## src/rtl/stepdma_pkg.sv

```systemverilog
package stepdma_pkg;

  typedef enum logic [2:0] {
    ST_IDLE  = 3'd0,
    ST_ARB   = 3'd1,
    ST_DESC  = 3'd2,
    ST_READ  = 3'd3,
    ST_WRITE = 3'd4,
    ST_FREE  = 3'd5
  } dma_state_e;

  localparam logic [2:0] SEL_SRC  = 3'd0;
  localparam logic [2:0] SEL_DST  = 3'd1;
  localparam logic [2:0] SEL_BLK  = 3'd2;
  localparam logic [2:0] SEL_CNT  = 3'd3;
  localparam logic [2:0] SEL_CTRL = 3'd4;

  // Block size as used by the engine: zero counts as one unit.
  function automatic logic [31:0] eff_block(input logic [31:0] blk);
    return (blk == 32'd0) ? 32'd1 : blk;
  endfunction

  // Units moved by one request: block size capped by what remains.
  function automatic logic [31:0] block_units(input logic [31:0] blk,
                                              input logic [31:0] remaining);
    logic [31:0] e;
    e = eff_block(blk);
    return (e < remaining) ? e : remaining;
  endfunction

endpackage

```

## src/rtl/stepdma_reqdet.sv

```systemverilog
module stepdma_reqdet (
  input  logic clk,
  input  logic rst_n,
  input  logic dreq,
  input  logic edge_mode,
  input  logic enable,
  input  logic accept,
  output logic want
);

  logic dreq_q;
  logic pend;
  logic rise;

  assign rise = dreq && !dreq_q;

  always_ff @(posedge clk or negedge rst_n) begin
    if (!rst_n) begin
      dreq_q <= 1'b0;
      pend   <= 1'b0;
    end else begin
      dreq_q <= dreq;
      if (!enable) pend <= 1'b0;
      else         pend <= (edge_mode && rise) || (pend && !accept);
    end
  end

  assign want = enable && (edge_mode ? pend : dreq);

  // a latched request survives until the engine accepts it
  assert_pend_kept_R7: assert property (@(posedge clk) disable iff (!rst_n)
    (enable && pend && !accept) |=> pend);

  // an accepted edge request is consumed unless a new edge coincides
  assert_edge_consumed_R1: assert property (@(posedge clk) disable iff (!rst_n)
    (enable && edge_mode && accept && !rise) |=> !pend);

endmodule

```

## src/rtl/stepdma_desc.sv

```systemverilog
module stepdma_desc
  import stepdma_pkg::*;
#(
  parameter int AW = 16,
  parameter int BW = 8
) (
  input  logic          clk,
  input  logic          rst_n,
  input  logic          cfg_we,
  input  logic [2:0]    cfg_sel,
  input  logic [AW-1:0] cfg_wdata,
  input  logic          busy,
  input  logic          wb,
  input  logic [AW-1:0] wb_src,
  input  logic [AW-1:0] wb_dst,
  input  logic [AW-1:0] wb_cnt,
  output logic [AW-1:0] d_src,
  output logic [AW-1:0] d_dst,
  output logic [BW-1:0] d_blk,
  output logic [AW-1:0] d_cnt,
  output logic          enable,
  output logic          edge_mode,
  output logic          done
);

  logic write_ok;
  logic count_spent;

  assign write_ok    = cfg_we && !busy;
  assign count_spent = (wb_cnt == '0);

  always_ff @(posedge clk or negedge rst_n) begin
    if (!rst_n) begin
      d_src     <= '0;
      d_dst     <= '0;
      d_blk     <= '0;
      d_cnt     <= '0;
      enable    <= 1'b0;
      edge_mode <= 1'b0;
      done      <= 1'b0;
    end else begin
      if (write_ok) begin
        case (cfg_sel)
          SEL_SRC:  d_src <= cfg_wdata;
          SEL_DST:  d_dst <= cfg_wdata;
          SEL_BLK:  d_blk <= cfg_wdata[BW-1:0];
          SEL_CNT:  d_cnt <= cfg_wdata;
          SEL_CTRL: begin
            enable    <= cfg_wdata[0];
            edge_mode <= cfg_wdata[1];
            done      <= 1'b0;
          end
          default: ;
        endcase
      end
      if (wb) begin
        d_src <= wb_src;
        d_dst <= wb_dst;
        d_cnt <= wb_cnt;
        if (count_spent) begin
          enable <= 1'b0;
          done   <= 1'b1;
        end
      end
    end
  end

  // a write while the engine is active leaves the file untouched
  assert_blocked_write_R9: assert property (@(posedge clk) disable iff (!rst_n)
    (cfg_we && busy && !wb) |=>
      $stable({d_src, d_dst, d_blk, d_cnt, enable, edge_mode, done}));

endmodule

```

## src/rtl/stepdma_engine.sv

```systemverilog
module stepdma_engine
  import stepdma_pkg::*;
#(
  parameter int AW         = 16,
  parameter int DW         = 32,
  parameter int BW         = 8,
  parameter int UNIT_BYTES = 4
) (
  input  logic          clk,
  input  logic          rst_n,
  input  logic          want,
  input  logic [AW-1:0] d_src,
  input  logic [AW-1:0] d_dst,
  input  logic [BW-1:0] d_blk,
  input  logic [AW-1:0] d_cnt,
  input  logic          bus_gnt,
  input  logic          bus_ack,
  input  logic [DW-1:0] bus_rdata,
  output logic          accept,
  output logic          busy,
  output logic          dack,
  output logic          bus_req,
  output logic          bus_rd,
  output logic          bus_wr,
  output logic [AW-1:0] bus_addr,
  output logic [DW-1:0] bus_wdata,
  output logic          wb,
  output logic [AW-1:0] wb_src,
  output logic [AW-1:0] wb_dst,
  output logic [AW-1:0] wb_cnt
);

  localparam logic [AW-1:0] STEP = AW'(UNIT_BYTES);
  localparam logic [AW-1:0] ONE  = AW'(1);

  dma_state_e state, state_nx;
  logic [AW-1:0] cur_src, cur_dst, left, rem;
  logic [DW-1:0] hold;
  logic [AW-1:0] nblk;

  // named internal events
  logic rd_done, unit_done, last_unit;

  assign nblk      = AW'(block_units(32'(d_blk), 32'(d_cnt)));
  assign rd_done   = (state == ST_READ) && bus_ack;
  assign unit_done = (state == ST_WRITE) && bus_ack;
  assign last_unit = unit_done && (left == ONE);
  assign accept    = (state == ST_ARB) && bus_gnt;

  always_comb begin
    state_nx = state;
    case (state)
      ST_IDLE:  if (want) state_nx = ST_ARB;
      ST_ARB:   if (bus_gnt) state_nx = ST_DESC;
      ST_DESC:  state_nx = (nblk == '0) ? ST_FREE : ST_READ;
      ST_READ:  if (rd_done) state_nx = ST_WRITE;
      ST_WRITE: if (unit_done) state_nx = last_unit ? ST_FREE : ST_READ;
      ST_FREE:  state_nx = ST_IDLE;
      default:  state_nx = ST_IDLE;
    endcase
  end

  always_ff @(posedge clk or negedge rst_n) begin
    if (!rst_n) begin
      state   <= ST_IDLE;
      cur_src <= '0;
      cur_dst <= '0;
      left    <= '0;
      rem     <= '0;
      hold    <= '0;
    end else begin
      state <= state_nx;
      case (state)
        ST_DESC: begin
          cur_src <= d_src;
          cur_dst <= d_dst;
          left    <= nblk;
          rem     <= d_cnt - nblk;
        end
        ST_READ: if (rd_done) begin
          hold    <= bus_rdata;
          cur_src <= cur_src + STEP;
        end
        ST_WRITE: if (unit_done) begin
          cur_dst <= cur_dst + STEP;
          left    <= left - ONE;
        end
        default: ;
      endcase
    end
  end

  assign busy      = (state != ST_IDLE);
  assign dack      = (state == ST_DESC) || (state == ST_READ) || (state == ST_WRITE);
  assign bus_req   = (state == ST_ARB) || dack;
  assign bus_rd    = (state == ST_READ);
  assign bus_wr    = (state == ST_WRITE);
  assign bus_addr  = bus_wr ? cur_dst : cur_src;
  assign bus_wdata = hold;
  assign wb        = (state == ST_FREE);
  assign wb_src    = cur_src;
  assign wb_dst    = cur_dst;
  assign wb_cnt    = rem;

  // grant leads to a descriptor cycle with no bus traffic
  assert_desc_cycle_R5: assert property (@(posedge clk) disable iff (!rst_n)
    (state == ST_ARB && bus_gnt) |=> (dack && !bus_rd && !bus_wr));

  // without a grant nothing reaches the bus in the next cycle
  assert_wait_grant_R6: assert property (@(posedge clk) disable iff (!rst_n)
    (bus_req && !bus_gnt && !dack) |=> (!bus_rd && !bus_wr));

  // a write is always preceded by the read of its data
  assert_read_then_write_R10: assert property (@(posedge clk) disable iff (!rst_n)
    $rose(bus_wr) |-> $past(bus_rd));

  // units still owed never exceed the effective block size
  assert_units_bound_R4: assert property (@(posedge clk) disable iff (!rst_n)
    (state == ST_READ) |-> (left != '0 && 32'(left) <= eff_block(32'(d_blk))));

endmodule

```

## src/rtl/stepdma_channel.sv

```systemverilog
module stepdma_channel #(
  parameter int AW         = 16,
  parameter int DW         = 32,
  parameter int BW         = 8,
  parameter int UNIT_BYTES = 4
) (
  input  logic          clk,
  input  logic          rst_n,
  input  logic          cfg_we,
  input  logic [2:0]    cfg_sel,
  input  logic [AW-1:0] cfg_wdata,
  input  logic          dreq,
  output logic          dack,
  output logic          busy,
  output logic          done,
  output logic          bus_req,
  input  logic          bus_gnt,
  output logic [AW-1:0] bus_addr,
  output logic          bus_rd,
  output logic          bus_wr,
  output logic [DW-1:0] bus_wdata,
  input  logic [DW-1:0] bus_rdata,
  input  logic          bus_ack
);

  logic          enable, edge_mode, want, accept, wb;
  logic [AW-1:0] d_src, d_dst, d_cnt, wb_src, wb_dst, wb_cnt;
  logic [BW-1:0] d_blk;

  stepdma_reqdet u_reqdet (
    .clk       (clk),
    .rst_n     (rst_n),
    .dreq      (dreq),
    .edge_mode (edge_mode),
    .enable    (enable),
    .accept    (accept),
    .want      (want)
  );

  stepdma_desc #(.AW(AW), .BW(BW)) u_desc (
    .clk       (clk),
    .rst_n     (rst_n),
    .cfg_we    (cfg_we),
    .cfg_sel   (cfg_sel),
    .cfg_wdata (cfg_wdata),
    .busy      (busy),
    .wb        (wb),
    .wb_src    (wb_src),
    .wb_dst    (wb_dst),
    .wb_cnt    (wb_cnt),
    .d_src     (d_src),
    .d_dst     (d_dst),
    .d_blk     (d_blk),
    .d_cnt     (d_cnt),
    .enable    (enable),
    .edge_mode (edge_mode),
    .done      (done)
  );

  stepdma_engine #(.AW(AW), .DW(DW), .BW(BW), .UNIT_BYTES(UNIT_BYTES)) u_engine (
    .clk       (clk),
    .rst_n     (rst_n),
    .want      (want),
    .d_src     (d_src),
    .d_dst     (d_dst),
    .d_blk     (d_blk),
    .d_cnt     (d_cnt),
    .bus_gnt   (bus_gnt),
    .bus_ack   (bus_ack),
    .bus_rdata (bus_rdata),
    .accept    (accept),
    .busy      (busy),
    .dack      (dack),
    .bus_req   (bus_req),
    .bus_rd    (bus_rd),
    .bus_wr    (bus_wr),
    .bus_addr  (bus_addr),
    .bus_wdata (bus_wdata),
    .wb        (wb),
    .wb_src    (wb_src),
    .wb_dst    (wb_dst),
    .wb_cnt    (wb_cnt)
  );

  // the bus is handed back when service of a block ends
  assert_release_R3: assert property (@(posedge clk) disable iff (!rst_n)
    $fell(dack) |-> !bus_req);

  // serving only ever happens while the bus is requested
  assert_dack_under_req_R5: assert property (@(posedge clk) disable iff (!rst_n)
    dack |-> bus_req);

  // accesses only under grant
  assert_access_granted_R6: assert property (@(posedge clk) disable iff (!rst_n)
    (bus_rd || bus_wr) |-> bus_gnt);

  // a finished channel stays off the bus
  assert_done_quiet_R8: assert property (@(posedge clk) disable iff (!rst_n)
    done |=> !bus_req);

endmodule

```

## config.mk

```make
export PLATFORM = sky130hd
export DESIGN_NAME = stepdma_channel
export DESIGN_NICKNAME = d
export VERILOG_FILES = /design/src/rtl/stepdma_pkg.sv /design/src/rtl/stepdma_reqdet.sv /design/src/rtl/stepdma_desc.sv /design/src/rtl/stepdma_engine.sv /design/src/rtl/stepdma_channel.sv
export SDC_FILE = /design/constraint.sdc
export NUM_CORES = 1
export LEC_CHECK = 0
export ABC_AREA = 1
export CAP_MARGIN = 20
export CORE_MARGIN = 10
export CORE_UTILIZATION = 55
export DETAILED_ROUTE_END_ITERATION = 10
export HOLD_SLACK_MARGIN = 0.08
export PLACE_DENSITY = 0.85
export SLEW_MARGIN = 10
export SYNTH_ARGS = -nofsm -noshare
export SYNTH_HDL_FRONTEND = slang
export SYNTH_SLANG_ARGS = --single-unit
```

## constraint.sdc

```tcl
create_clock -name clk -period 4.1 [get_ports clk]
set_input_delay 0.82 -clock clk [delete_from_list [all_inputs] [get_ports clk]]
set_output_delay 0.82 -clock clk [all_outputs]
set_load 0.005 [all_outputs]
```

### After elaboration in Yosys (flattened, before gate mapping)

Cells that the tools add are included.

* register bits: 160
* latch bits: 0
* bits in writable memories: 0
* memory bits (read-only): 0
* input port bits: 57
* output and inout port bits: 54
* memories: 0

* add/subtract/negate cells: 4
* multipliers: 0
* div/mod/pow operators: 0
* $lt $le $gt $ge: 1
* equal/unequal tests: 14
* shifts and indexed selects: 0
* mux-type cells: 35
* bitwise gates (word level): 0
* reductions and logical operators: 37

Operators with widths (number)
* two-way mux 16 bit: 14
* one-hot mux 16 bit (2 select lines): 3
* adder 16 x 3 -> 16 bit, second input constant: 2
* logical NOT 16 bit: 2
* < comparator 32 x 16 -> 1 bit: 1
* two-way mux 3 bit: 6
* == test 16 x 1 -> 1 bit, second input constant: 1
* AND reduction 2 bit: 8
* subtractor 16 x 1 -> 16 bit, second input constant: 1
* subtractor 16 bit: 1
* one-hot mux 3 bit (5 select lines): 1
* == test 3 x 2 -> 1 bit, second input constant: 4
* nonzero test 2 bit: 6
* two-way mux 1 bit: 10
* == test 3 bit, second input constant: 3
* logical AND 1 bit: 9
* logical NOT 8 bit: 1
* two-way mux 8 bit: 1
* == test 3 x 1 -> 1 bit, second input constant: 2
* logical NOT 3 bit: 2
* logical OR 1 bit: 4
* != test 2 x 1 -> 1 bit, second input constant: 2
* != test 2 bit, second input constant: 2
* AND reduction 4 bit: 1
* other kinds (2): 4

### Depth between registers and ports, before layout

Gate-level depths: netlist (run 1).

* depth in word-level cells: 7
* gate-level depth with buffers: 27
* gate-level depth less buffers: 27

### Cells and area by module

Synthesis (run 1) repeated with hierarchy kept, for this count alone.

* cell total of the unflattened synthesis: 1189
* area total of the unflattened synthesis: 8849.7 um^2

By module, submodules not included
* stepdma_engine: instances 1, cells each 790, area each 5800.6 um^2, sequential area each 2477.4 um^2
* stepdma_desc: instances 1, cells each 387, area each 2954.1 um^2, sequential area each 1476.4 um^2
* stepdma_reqdet: instances 1, cells each 12, area each 95.1 um^2, sequential area each 50.0 um^2

### Worst setup path after synthesis (run 1)

OpenSTA, ideal clock, no wires.

* path kind: flip-flop to flip-flop
* start point: register u_desc.d_blk[5]
* end point: register u_engine.rem[14], in the netlist u_engine.wb_cnt[14]
* setup time: 0.132 ns
* data arrival time: 3.252 ns
* slack: 0.716 ns
* cell stages (with the launch flop): 22
* buffers on the path: 1
* cells stage by stage: dfrtp_1 > clkbuf_1 > ha_1 > a21oi_1 > nor2_1 > a211oi_1 > nand2_2 > nand3_1 > nand2_1 > inv_1 > ha_1 > inv_1 > fa_1 > a21o_1 > a21oi_1 > o21ai_1 > and2_1 > a21boi_2 > nand3_1 > nor3_1 > xnor2_1 > o21ai_1

* longest elaborated chain between the ends: 5

Ends and longest elaborated chain
* from (decl): line stepdma_desc.sv:19 `output logic [BW-1:0] d_blk,`
* from (signal assigned): line stepdma_desc.sv:46 `SEL_BLK: d_blk <= cfg_wdata[BW-1:0];`
* logical NOT 8 bit: line stepdma_pkg.sv:20 `return (blk == 32'd0) ? 32'd1 : blk;`
* two-way mux 8 bit *: line stepdma_pkg.sv:20
* < comparator 32 x 16 -> 1 bit: line stepdma_pkg.sv:28 `return (e < remaining) ? e : remaining;`
* two-way mux 16 bit *: line stepdma_pkg.sv:28
* subtractor 16 bit *: line stepdma_engine.sv:78 `rem <= d_cnt - nblk;`
* to (signal assigned): line stepdma_engine.sv:78
* to (decl): line stepdma_engine.sv:37 `logic [AW-1:0] cur_src, cur_dst, left, rem;`

Mark *: on every way between the ends. The rest lies on a longest branch, timed or not.
A chain may end at the register's enable or synchronous reset.

### Worst setup path after layout (run 1)

* start point: register u_desc.d_cnt[5]
* end point: register u_engine.rem[14], in the netlist u_engine.wb_cnt[14]

* longest elaborated chain between the ends: 3

Ends and longest elaborated chain
* from (decl): line stepdma_desc.sv:20 `output logic [AW-1:0] d_cnt,`
* from (signal assigned): line stepdma_desc.sv:47 `SEL_CNT: d_cnt <= cfg_wdata;`
* from (signal assigned): line stepdma_desc.sv:59 `d_cnt <= wb_cnt;`
* < comparator 32 x 16 -> 1 bit: line stepdma_pkg.sv:28
* two-way mux 16 bit: line stepdma_pkg.sv:28
* subtractor 16 bit *: line stepdma_engine.sv:78

Marks and branches as above.

==> out/results.txt, run 1 <==
Total number of vias: 7965
P_leak: 5.141 nW
Clock sinks: 160
GR Overflow Total: 0
Worst min path class: reg2reg
Setup Fix Bufs, Post-CTS: 0
DR vias/cell: 5.706
I/O Buffers: 110
H-Tree Depth: 4
Setup crit start kind: flip-flop
Hold slack final: 470.5 ps
Synthesized area per cell: 7.745 µm²
Root Buffer: clkbuf_16
Arr. time, crit path: 4030 ps
Die span in x: 144.2 µm
Crit Reg-Reg Endpoint: u_engine.wb_cnt[14]
Max Fclk: 0.2677 GHz
Post-layout min period: 3736 ps
Most frequent cell after synthesis: nand2_1
Hpwl dp: 16600 µm
Drt pass-1 iters: 6
R2r startpoint: u_desc.d_cnt[5]
Post-synth top cells: nand2_1 (393), dfrtp_1 (160), inv_1 (101)
Cell Area, Synth: 8481 µm²
Post-synth top area share: 47.21%
R2R setup slack: 360 ps
TritonCTS buffer count: 17
Final #Nets: 1272
R2R depth: 21
Count of cell types in the netlist: 51
Final Max Tran Viols: 0
Final setup vio count: 0
Async SR Flop Fraction: 100.0%
VDD IR-drop max: 0.4388 mV
Layout area overhead: 22.91%
Largest net degree at the start of global routing: 106
I/O pins: 111
Num rows: 45
Worst slew pin tran: 994.8 ps
Final hold violations: 0
Routed WL: 24050 µm
Final worst path period share: 91.11%
Max-slew headroom: 33.61%
Worst Path Required: 4390 ps
Iteration-0 DRC Markers: 994
First-pass GRT wire length: 38400 µm
Worst skew pair latency: 430 ps
Crit path kind: reg2reg
Power Density: 799.9 nW/µm²
Max-Cap Viols: 0
Synth Flop Type: dfrtp_1
Initial core utilization: 55.99%
GP Congestion: 0.9200
Layout cells sized above 1: 6.705%
N_diodes: 0
Clock Skews: 8.942 ps
Die height: 144.2 µm
Area leader, netlist: dfrtp_1
Crit path from: u_desc.d_cnt[5]
Worst Setup End Kind: flip-flop
Crit path to: u_engine.wb_cnt[14]
Top cells by area, synth: dfrtp_1 (47%), nand2_1 (17%), inv_1 (4.5%)
Number of synthesized flops with an enable pin: 0
Synth Net Count: 1172
Yosys warns: 0
TritonCTS clock tree: built
Status: finished clean
Final TNS setup: 0 ps
Core box area: 15150 µm²
DRC Markers: 0
Average wire per standard cell: 17.23 µm
Critical path peak fanout: 9
Vias in the first global route: 7687
Post-synthesis register bit count: 160
Initial antenna violation count: 0
Reg clk slew, reported paths: 70 ps
Die area: 20790 µm²
Final ANT Viol Nets: 0
RSZ-0062 raised after global routing: no
Post-Synthesis Cells: 1095
Register area share after synthesis: 47.21%
Global Route Usage Sum: 23.18%
Longest Clk Path Bufs: 2
[layer usage]
| metal | part of all wire, % | global-route usage (%) | wire length [µm] |
|---|---|---|---|
| met3 | 8.6 | 4.985 | 2067 |
| met4 | 1.7 | 6.915 | 410 |
| met2 | 49 | 37.74 | 11870 |
| met5 | 0 | 0 | 0 |
| met1 | 40 | 30.39 | 9710 |
[registers in the layout, indices dropped and copies added, names as in the netlist]
name and flops:
u_desc.enable 1, u_desc.d_cnt 16, u_engine.state 3, u_reqdet.pend 1
u_engine.wb_dst 16, u_desc.d_blk 8, u_engine.bus_wdata 32, u_engine.wb_src 16
u_desc.done 1, u_desc.d_dst 16, u_desc.edge_mode 1, u_engine.left 16
u_reqdet.dreq_q 1, u_desc.d_src 16, u_engine.wb_cnt 16
[cell type report]
class                   count  area, µm²
multi-input cells         778       3887
fillers                  1182       4722
clock buffers              19      452.9
repair buffers            127       1242
flip-flops and latches    160       4004
inverters                 111      416.7
well taps                 188      235.2
clock inverters            13      185.2
[through the flow]
step	std cells	total power [mW]	cell area, µm²	setup WS [ps]	utilization (%)
finish	1396	8.338	10420	364.4	68.82
global route	1396	8.929	10420	51.51	68.82
CTS	1396	8.302	10420	355.7	68.79
detailed placement	1364	6.533	9781	349.1	64.58
global placement	1364	6.413	9781	485.9	64.58
floorplan	1095	5.140	8481	716.1	-
[where the power goes]
group / switching, mW / internal, mW
clock: 0.662 / 1.05
sequential: 0.575 / 2.29
combinational: 2.16 / 1.60
[worst min-delay path by stage]
| stage | from | endpoint | slack [ps] | cells after the start |
|---|---|---|---|---|
| after floorplan | u_desc.d_dst[5] | u_desc.d_dst[5] | 440 | 2 |
| after global placement | u_engine.bus_wdata[10] | u_engine.bus_wdata[10] | 450 | 2 |
| after detailed placement | u_engine.bus_wdata[0] | u_engine.bus_wdata[0] | 460 | 2 |
| after CTS | u_engine.bus_wdata[0] | u_engine.bus_wdata[0] | 470 | 2 |
| after global routing | u_desc.d_dst[5] | u_desc.d_dst[5] | 490 | 2 |
| final | u_desc.d_dst[1] | u_engine.wb_dst[1] | 470 | 2 |
[worst max-delay path, cell delays in order, from the launching register on]
cell and delay, ps:
dfrtp_1 380, inv_1 80, ha_1 310, a21oi_1 130, nor2_1 50, a211oi_1 210, nand2_2 180, nand3_1 100
nand2_1 70, inv_1 70, ha_1 140, inv_1 60, fa_1 390, a21o_1 190, a21oi_1 210, o21ai_1 100
and2_1 170, a21boi_2 200, nand3_1 160, nor3_2 160, xnor2_1 140, o21ai_1 70
[cell usage in the layout, fill, tap and decap left out, types with 3 or more instances in the layout]
master and n:
o22ai_1 7, a21oi_1 43, nand2_2 3, clkinv_4 3, clkbuf_16 17, nor3_2 4, nand2_1 393, o21ai_1 8
nor3_1 10, o221ai_1 7, dfrtp_1 160, xnor2_1 6, nor2_1 54, o21ai_0 74, nand4_1 6, a31oi_1 12
xor2_1 12, a22oi_1 34, clkinv_2 3, ha_1 19, inv_1 101, nand3_1 44, nor2_2 5, bufinv_16 4
clkdlybuf4s50_1 109, inv_2 9, a22o_1 3, buf_4 16
[kinds of logic (layout without fill, tap and decap cells)]
family	count (synthesis)	count (layout)	share of synthesized area, %
xor gates and xnor gates	18	18	1.859
and+or+nand+nor	533	533	26.07
muxes	2	2	0.2508
AOI/OAI and AO/OA	205	205	14.49
adders and majority gates	20	20	3.039
buffers and inverters	157	270	7.082
DFF	160	160	47.21
[timing repair]
| action | 4_1_cts | 5_1_grt |
|---|---|---|
| hold buffers | 0 | 0 |
| endpoints found under the setup margin | 0 | 1 |
| gates resized for setup | 0 | 1 |
No activity file was read; power rests on OpenSTA's default activity.
==> inputs of run 2 (changes only) <==
--- a/config.mk
+++ b/config.mk
@@ -5,13 +5,15 @@
 export SDC_FILE = /design/constraint.sdc
 export NUM_CORES = 1
 export LEC_CHECK = 0
-export ABC_AREA = 1
+export ABC_AREA = 0
 export CAP_MARGIN = 20
 export CORE_MARGIN = 10
 export CORE_UTILIZATION = 55
+export CTS_CLUSTER_DIAMETER = 120
 export DETAILED_ROUTE_END_ITERATION = 10
 export HOLD_SLACK_MARGIN = 0.08
 export PLACE_DENSITY = 0.85
+export RECOVER_POWER = 100
 export SLEW_MARGIN = 10
 export SYNTH_ARGS = -nofsm -noshare
 export SYNTH_HDL_FRONTEND = slang
==> out/results.txt, run 2 <==
Post-synth top cells: nand2_1 (227), dfrtp_1 (160), a21oi_1 (106) (was nand2_1 (393), dfrtp_1 (160), inv_1 (101))
I/O Buffers: 110 (unchanged)
Num rows: 45 (unchanged)
Final worst path period share: 99.82% (was 91.11%)
Logic pwr share: 44.3% (was 45.1%)
Area occupied by multi-input gates: 4223 µm² (was 3887 µm²)
Reg clk slew, reported paths: 60 ps (was 70 ps)
Longest Clk Path Bufs: 2 (unchanged)
FF/Latch Area: 4005 µm² (was 4004 µm²)
Global Route Usage Sum: 23.59% (was 23.18%)
Share of power burned in registers: 35.5% (was 34.4%)
Area leader, netlist: dfrtp_1 (unchanged)
Number of flip-flops in the largest register: 32 (unchanged)
Sw frac: 39.87% (was 40.73%)
Vias in the first global route: 7545 (was 7687)
Die span in x: 144.2 µm (about the same)
Largest net degree at the start of global routing: 98 (was 106)
Status: finished, violations left (was finished clean)
Arr. time, crit path: 4390 ps (was 4030 ps)
Hpwl dp: 16300 µm (was 16600 µm)
GP Congestion: 0.9293 (was 0.9200)
TritonCTS buffer count: 17 (unchanged)
Clock power share: 20.2% (was 20.6%)
Max-Cap Viols: 4 (was 0)
Register area share after synthesis: 47.18% (was 47.21%)
Top cells by area, synth: dfrtp_1 (47%), nand2_1 (10%), mux2i_1 (7.2%) (was dfrtp_1 (47%), nand2_1 (17%), inv_1 (4.5%))
DRC Markers: 0 (unchanged)
Yosys warns: 0 (unchanged)
Clock Skews: 7.680 ps (was 8.942 ps)
Pint: 5.052 mW (was 4.942 mW)
Max-slew headroom: -60.06% (was 33.61%)
Die area: 20800 µm² (was 20790 µm²)
Number of synthesized flops with an enable pin: 0 (unchanged)
Final #Nets: 1154 (was 1272)
Initial core utilization: 56.03% (was 55.99%)
VDD IR-drop max: 0.4245 mV (was 0.4388 mV)
Drt pass-1 iters: 5 (was 6)
Post-synthesis register bit count: 160 (unchanged)
Power Density: 803.4 nW/µm² (was 799.9 nW/µm²)
TritonCTS clock tree: built (unchanged)
Pre-CTS setup slack: 46.87 ps (was 349.1 ps)
Most frequent cells in the layout: nand2_1 (227), dfrtp_1 (159), a21oi_1 (105) (was nand2_1 (393), dfrtp_1 (160), clkdlybuf4s50_1 (109))
Worst Path Required: 4400 ps (was 4390 ps)
Setup crit start kind: flip-flop (unchanged)
N_diodes: 0 (unchanged)
First-pass GRT wire length: 38790 µm (was 38400 µm)
Final core area utilization: 69.05% (was 68.82%)
Final TNS setup: 0 ps (unchanged)
Initial antenna violation count: 0 (unchanged)
Die height: 144.2 µm (about the same)
Hold slack final: 458.6 ps (was 470.5 ps)
Critical path peak fanout: 4 (was 9)
Synthesized area per cell: 8.678 µm² (was 7.745 µm²)
Final setup vio count: 0 (unchanged)
Layout area overhead: 23.22% (was 22.91%)
H-Tree Depth: 4 (unchanged)
RSZ-0062 raised after global routing: yes (was no)
Root Buffer: clkbuf_16 (unchanged)
Worst slew pin tran: 2401 ps (was 994.8 ps)
Worst min path class: reg2reg (unchanged)
Worst Setup End Kind: flip-flop (unchanged)
Post-Synthesis Cells: 978 (was 1095)
Post-layout min period: 4093 ps (was 3736 ps)
Filler Cell Count: 1200 (was 1182)
Iteration-0 DRC Markers: 911 (was 994)
Final Max Tran Viols: 258 (was 0)
Final hold violations: 0 (unchanged)
Worst skew pair latency: 430 ps (about the same)
Psw: 3.350 mW (was 3.396 mW)
P_leak: 4.641 nW (was 5.141 nW)
DR vias/cell: 6.090 (was 5.706)
Async SR Flop Fraction: 100.0% (unchanged)
Final ANT Viol Nets: 0 (unchanged)
Layout cells sized above 1: 8.165% (was 6.705%)
Commonest non-fill, non-tap cell in the layout: nand2_1 (unchanged)
Crit path kind: reg2reg (unchanged)
Clock sinks: 160 (unchanged)
Average wire per standard cell: 19.04 µm (was 17.23 µm)
Post-synth top area share: 47.18% (was 47.21%)
Routed WL: 24330 µm (was 24050 µm)
Total number of vias: 7783 (was 7965)
Post-route insts no fill: 1278 (was 1396)
Synth Flop Type: dfrtp_1 (unchanged)
Cell Area, Synth: 8487 µm² (was 8481 µm²)
I/O pins: 111 (unchanged)
Count of cell types in the netlist: 60 (was 51)
GR Overflow Total: 0 (unchanged)
Failing checks: max-capacitance violations, max-slew violations
Core box area: 15150 µm² (unchanged)
Placed cells: 1236 (was 1364)
Max Fclk: 0.2443 GHz (was 0.2677 GHz)
Final setup margin: 7.246 ps (was 364.4 ps)
Most frequent cell after synthesis: nand2_1 (unchanged)
Synth Net Count: 1055 (was 1172)
==> run 2: layout make-up <==
type	instances	area share, %
Sequential cell	160	38.30
Multi-Input combinational cell	738	40.38
Tap cell	188	2.249
Clock buffer	21	4.403
Timing Repair Buffer	140	12.41
Clock inverter	11	1.543
Inverter	20	0.7179
==> run 2: per-stage QoR <==
step,area [µm²],total power [mW]
2_1_floorplan,8494,5.120
3_3_place_gp,9793,6.429
3_5_place_dp,9793,6.570
4_1_cts,10420,8.313
5_1_grt,10460,9.002
6_report,10460,8.402
==> run 2: cells by family (layout without fill, tap and decap cells) <==
group,after synthesis,count (layout),synth area share [%]
fa+ha+maj,20,20,3.037
flops,160,160,47.18
mux,74,74,8.919
simple gates,417,417,21.30
compound gates,217,217,14.96
buf+inv,80,192,3.568
xor+xnor,10,10,1.032
==> run 2: repair_timing <==
item,in CTS,in global routing
hold buffers,0,0
endpoints found under the setup margin,0,9
gates resized for setup,0,15
endpoints found under the hold margin,0,0
buffers inserted,0,10
==> run 2: per-layer routing <==
layer	up-vias	routed length, µm	GRT usage [%]
met2	396	11220	36.72
met4	0	709	8.511
met3	61	2684	9.347
met1	3741	9713	29.12
li1	3585	-	-
met5	-	0	0
==> run 2: power by group through the flow <==
stage / sequential [mW] / clock (mW) / combinational [mW]
after floorplan: 2.73 / 0 / 2.39
after global placement: 2.94 / 0 / 3.49
after detailed placement: 2.97 / 0 / 3.60
after CTS: 2.96 / 1.70 / 3.65
after global routing: 3.07 / 1.78 / 4.15
final: 2.98 / 1.70 / 3.72
==> run 2: critical path, cell delays in order, from the launching register on <==
cell,delay [ps]
dfrtp_1,400
or3_4,420
or3_4,350
or3_4,370
a2111oi_4,380
mux2i_1,360
ha_2,280
inv_1,70
fa_2,370
a21oi_2,190
o211ai_1,140
o21ai_1,170
buf_4,170
nand2_1,60
xor2_1,140
o21ai_1,70
==> run 2: path summary, 6_finish.rpt <==
kind	startpoint	to	slack (ps)	depth (start not counted)
min in group asynchronous	rst_n	u_desc.d_dst[4]	1080	1
hold reg to reg	u_desc.done	u_desc.done	460	2
hold / removal	u_desc.done	u_desc.done	460	2
max in group asynchronous	rst_n	u_desc.d_src[8]	830	2
setup reg to reg	u_desc.d_cnt[10]	u_engine.wb_cnt[10]	7	15
setup / recovery	u_desc.d_cnt[10]	u_engine.wb_cnt[10]	7	15
==> inputs of run 3 (changes only) <==
--- a/config.mk
+++ b/config.mk
@@ -7,8 +7,10 @@
 export LEC_CHECK = 0
 export ABC_AREA = 0
 export CAP_MARGIN = 20
+export CELL_PAD_IN_SITES_DETAIL_PLACEMENT = 0
+export CELL_PAD_IN_SITES_GLOBAL_PLACEMENT = 1
 export CORE_MARGIN = 10
-export CORE_UTILIZATION = 55
+export CORE_UTILIZATION = 42
 export CTS_CLUSTER_DIAMETER = 120
 export DETAILED_ROUTE_END_ITERATION = 10
 export HOLD_SLACK_MARGIN = 0.08
==> out/results.txt, run 3 (synthesis gave the netlist of run 2 again) <==
Total number of vias: 7372 (was 7783)
Worst slew pin tran: 3147 ps (was 2401 ps)
Longest Clk Path Bufs: 2 (unchanged)
Clock power share: 20.6% (was 20.2%)
Die area: 26290 µm² (was 20800 µm²)
I/O pins: 111 (unchanged)
Fin area: 10670 µm² (was 10460 µm²)
Sw frac: 39.79% (was 39.87%)
Hold endpoint: u_engine.bus_wdata[9] (was u_desc.done)
Initial antenna violation count: 0 (unchanged)
Final hold violations: 0 (unchanged)
Worst min path class: reg2reg (unchanged)
Average wire per standard cell: 18.24 µm (was 19.04 µm)
Power Density: 797.7 nW/µm² (was 803.4 nW/µm²)
Commonest non-fill, non-tap cell in the layout: nand2_1 (unchanged)
Root Buffer: clkbuf_16 (unchanged)
Pint: 5.127 mW (was 5.052 mW)
Final setup vio count: 0 (unchanged)
Post-layout min period: 4018 ps (was 4093 ps)
R2R setup slack: 80 ps (was 7 ps)
Worst-path cell chain: or3_4, or3_4, or3_4, a2111oi_4, buf_4, mux2i_2, ha_1, nor2b_4, o31a_1, o31a_1, o21ai_4, buf_6, mux2i_1, nand2_1 (was or3_4, or3_4, or3_4, a2111oi_4, mux2i_1, ha_2, inv_1, fa_2, a21oi_2, o211ai_1, o21ai_1, buf_4, nand2_1, xor2_1, o21ai_1)
Routing usage on met2: 28.27% (was 36.72%)
Failing checks: max-capacitance violations, max-slew violations (unchanged)
Status: finished, violations left (unchanged)
Crit path kind: reg2reg (unchanged)
Placed cell areas: 9915 µm² (was 9793 µm²)
Layout cells sized above 1: 8.983% (was 8.165%)
VDD IR-drop max: 0.3323 mV (was 0.4245 mV)
Final #Nets: 1155 (was 1154)
Setup crit start kind: flip-flop (unchanged)
Post-route insts no fill: 1356 (was 1278)
Worst Setup End Kind: flip-flop (unchanged)
CP most frequent cell: or3_4 (unchanged)
Psw: 3.388 mW (was 3.350 mW)
Number of flip-flops in the largest register: 32 (unchanged)
Final Max Tran Viols: 103 (was 258)
RSZ-0062 raised after global routing: yes (unchanged)
Layout area overhead: 25.77% (was 23.22%)
Final ANT Viol Nets: 0 (unchanged)
Critical path peak fanout: 4 (unchanged)
N_diodes: 0 (unchanged)
Arr. time, crit path: 4340 ps (was 4390 ps)
Hpwl dp: 16960 µm (was 16300 µm)
Hold slack final: 467.9 ps (was 458.6 ps)
Drt pass-1 iters: 6 (was 5)
Logic pwr share: 44.4% (was 44.3%)
Worst skew pair latency: 430 ps (about the same)
Routed WL: 24730 µm (was 24330 µm)
Core box area: 19650 µm² (was 15150 µm²)
Max-slew headroom: -109.8% (was -60.06%)
TritonCTS clock tree: built (unchanged)
Crit Reg-Reg Endpoint: u_engine.wb_cnt[13] (was u_engine.wb_cnt[10])
R2r startpoint: u_desc.d_cnt[10] (unchanged)
M3 GR Usage: 6.850% (was 9.347%)
Die height: 162.2 µm (was 144.2 µm)
Share of power burned in registers: 34.9% (was 35.5%)
CP peak stage delay: 410 ps (was 420 ps)
Final worst path period share: 97.99% (was 99.82%)
Iteration-0 DRC Markers: 412 (was 911)
P_leak: 4.656 nW (was 4.641 nW)
Largest net degree at the start of global routing: 78 (was 98)
Vias in the first global route: 7328 (was 7545)
Num rows: 51 (was 45)
Die span in x: 162.2 µm (was 144.2 µm)
Max-Cap Viols: 2 (was 4)
Family with the most delay on the worst path: simple AND/OR/NAND/NOR gates (unchanged)
GP Congestion: 0.8480 (was 0.9293)
Initial core utilization: 43.18% (was 56.03%)
Placed cells: 1318 (was 1236)
Met1 usage in global routing: 24.30% (was 29.12%)
First-pass GRT wire length: 39700 µm (was 38790 µm)
DR vias/cell: 5.437 (was 6.090)
Grt peak-use layer: met2 (unchanged)
Final core area utilization: 54.31% (was 69.05%)
Clock Skews: 11.14 ps (was 7.680 ps)
Critical path buffer and inverter count: 2 (unchanged)
I/O Buffers: 110 (unchanged)
Hold depth: 2 (unchanged)
DRC Markers: 0 (unchanged)
Max Fclk: 0.2489 GHz (was 0.2443 GHz)
Worst Path Required: 4420 ps (was 4400 ps)
Most frequent cells in the layout: nand2_1 (226), dfrtp_1 (160), a21oi_1 (105) (was nand2_1 (227), dfrtp_1 (159), a21oi_1 (105))
Reg clk slew, reported paths: 70 ps (was 60 ps)
TritonCTS buffer count: 17 (unchanged)
Critical path depth: 14 (was 15)
GR Overflow Total: 0 (unchanged)
Filler Cell Count: 1884 (was 1200)
Clock sinks: 160 (unchanged)
Global Route Usage Sum: 18.64% (was 23.59%)
Hold path start: u_engine.bus_wdata[9] (was u_desc.done)
H-Tree Depth: 4 (unchanged)
Slowest CP cell: or3_4 (unchanged)
R2R depth: 14 (was 15)
-- run 3: cell types whose count changed in the layout (fill, tap and decap cells not counted), sizes merged --
cell	change
buf	+6
clkbuf	-9
clkdlybuf4s25	+1
clkdlybuf4s50	+25
clkinv	-1
clkinvlp	-1
dlygate4sd3	-25
inv	+5
-- run 3: timing repair --
action / CTS / global route
hold buffers: 0 / 0
gates resized for setup: 0 / 20
hold endpoints to repair: 0 / 0
setup buffers: 0 / 7
setup endpoints to repair: 0 / 8
-- run 3: stage by stage --
| step | setup TNS [ps] | setup slack, ps | total power, mW |
|---|---|---|---|
| after global placement | 0 | 176.6 | 6.543 |
| after CTS | 0 | 45.90 | 8.402 |
| after floorplan | 0 | 53.10 | 5.120 |
| after detailed placement | 0 | 102.0 | 6.609 |
| after global routing | -398.7 | -76.53 | 9.191 |
| final | 0 | 82.46 | 8.515 |
-- run 3: worst max path at each step --
| stage | from | endpoint |
|---|---|---|
| floorplan | u_desc.d_cnt[10] | u_engine.wb_cnt[12] |
| global placement | u_desc.d_cnt[10] | u_engine.wb_cnt[13] |
| detailed placement | u_desc.d_cnt[10] | u_engine.wb_cnt[10] |
| CTS | u_desc.d_cnt[10] | u_engine.wb_cnt[10] |
| global route | u_desc.d_cnt[10] | u_engine.wb_cnt[12] |
| finish | u_desc.d_cnt[10] | u_engine.wb_cnt[13] |
-- run 3: cell type report --
cell class	instances	area, µm²	area share, %
Timing Repair Buffer	141	1339	12.54
Clock buffer	18	439.2	4.114
Clock inverter	14	203.9	1.911
Inverter	20	75.07	0.7033
Tap cell	265	331.6	3.106
Sequential cell	160	4004	37.51
Multi-Input combinational cell	738	4282	40.11
-- run 3: worst min-delay path, stage by stage, from the launching register on --
cell     delay [ps]
dfrtp_1         340
nand2_1          50
nand2_1          50
-- run 3: layer usage --
layer / share of wire, % / wire length, µm
met1: 45 / 11090
met2: 45 / 11150
met3: 8.7 / 2143
met4: 1.4 / 350
met5: 0 / 0
-- run 3: power by group through the flow --
stage,logic (mW),registers [mW],clock network (mW)
3_5_place_dp,3.65,2.96,0
6_report,3.78,2.97,1.76
2_1_floorplan,2.39,2.73,0
5_1_grt,4.25,3.08,1.86
3_3_place_gp,3.59,2.95,0
4_1_cts,3.67,2.95,1.78
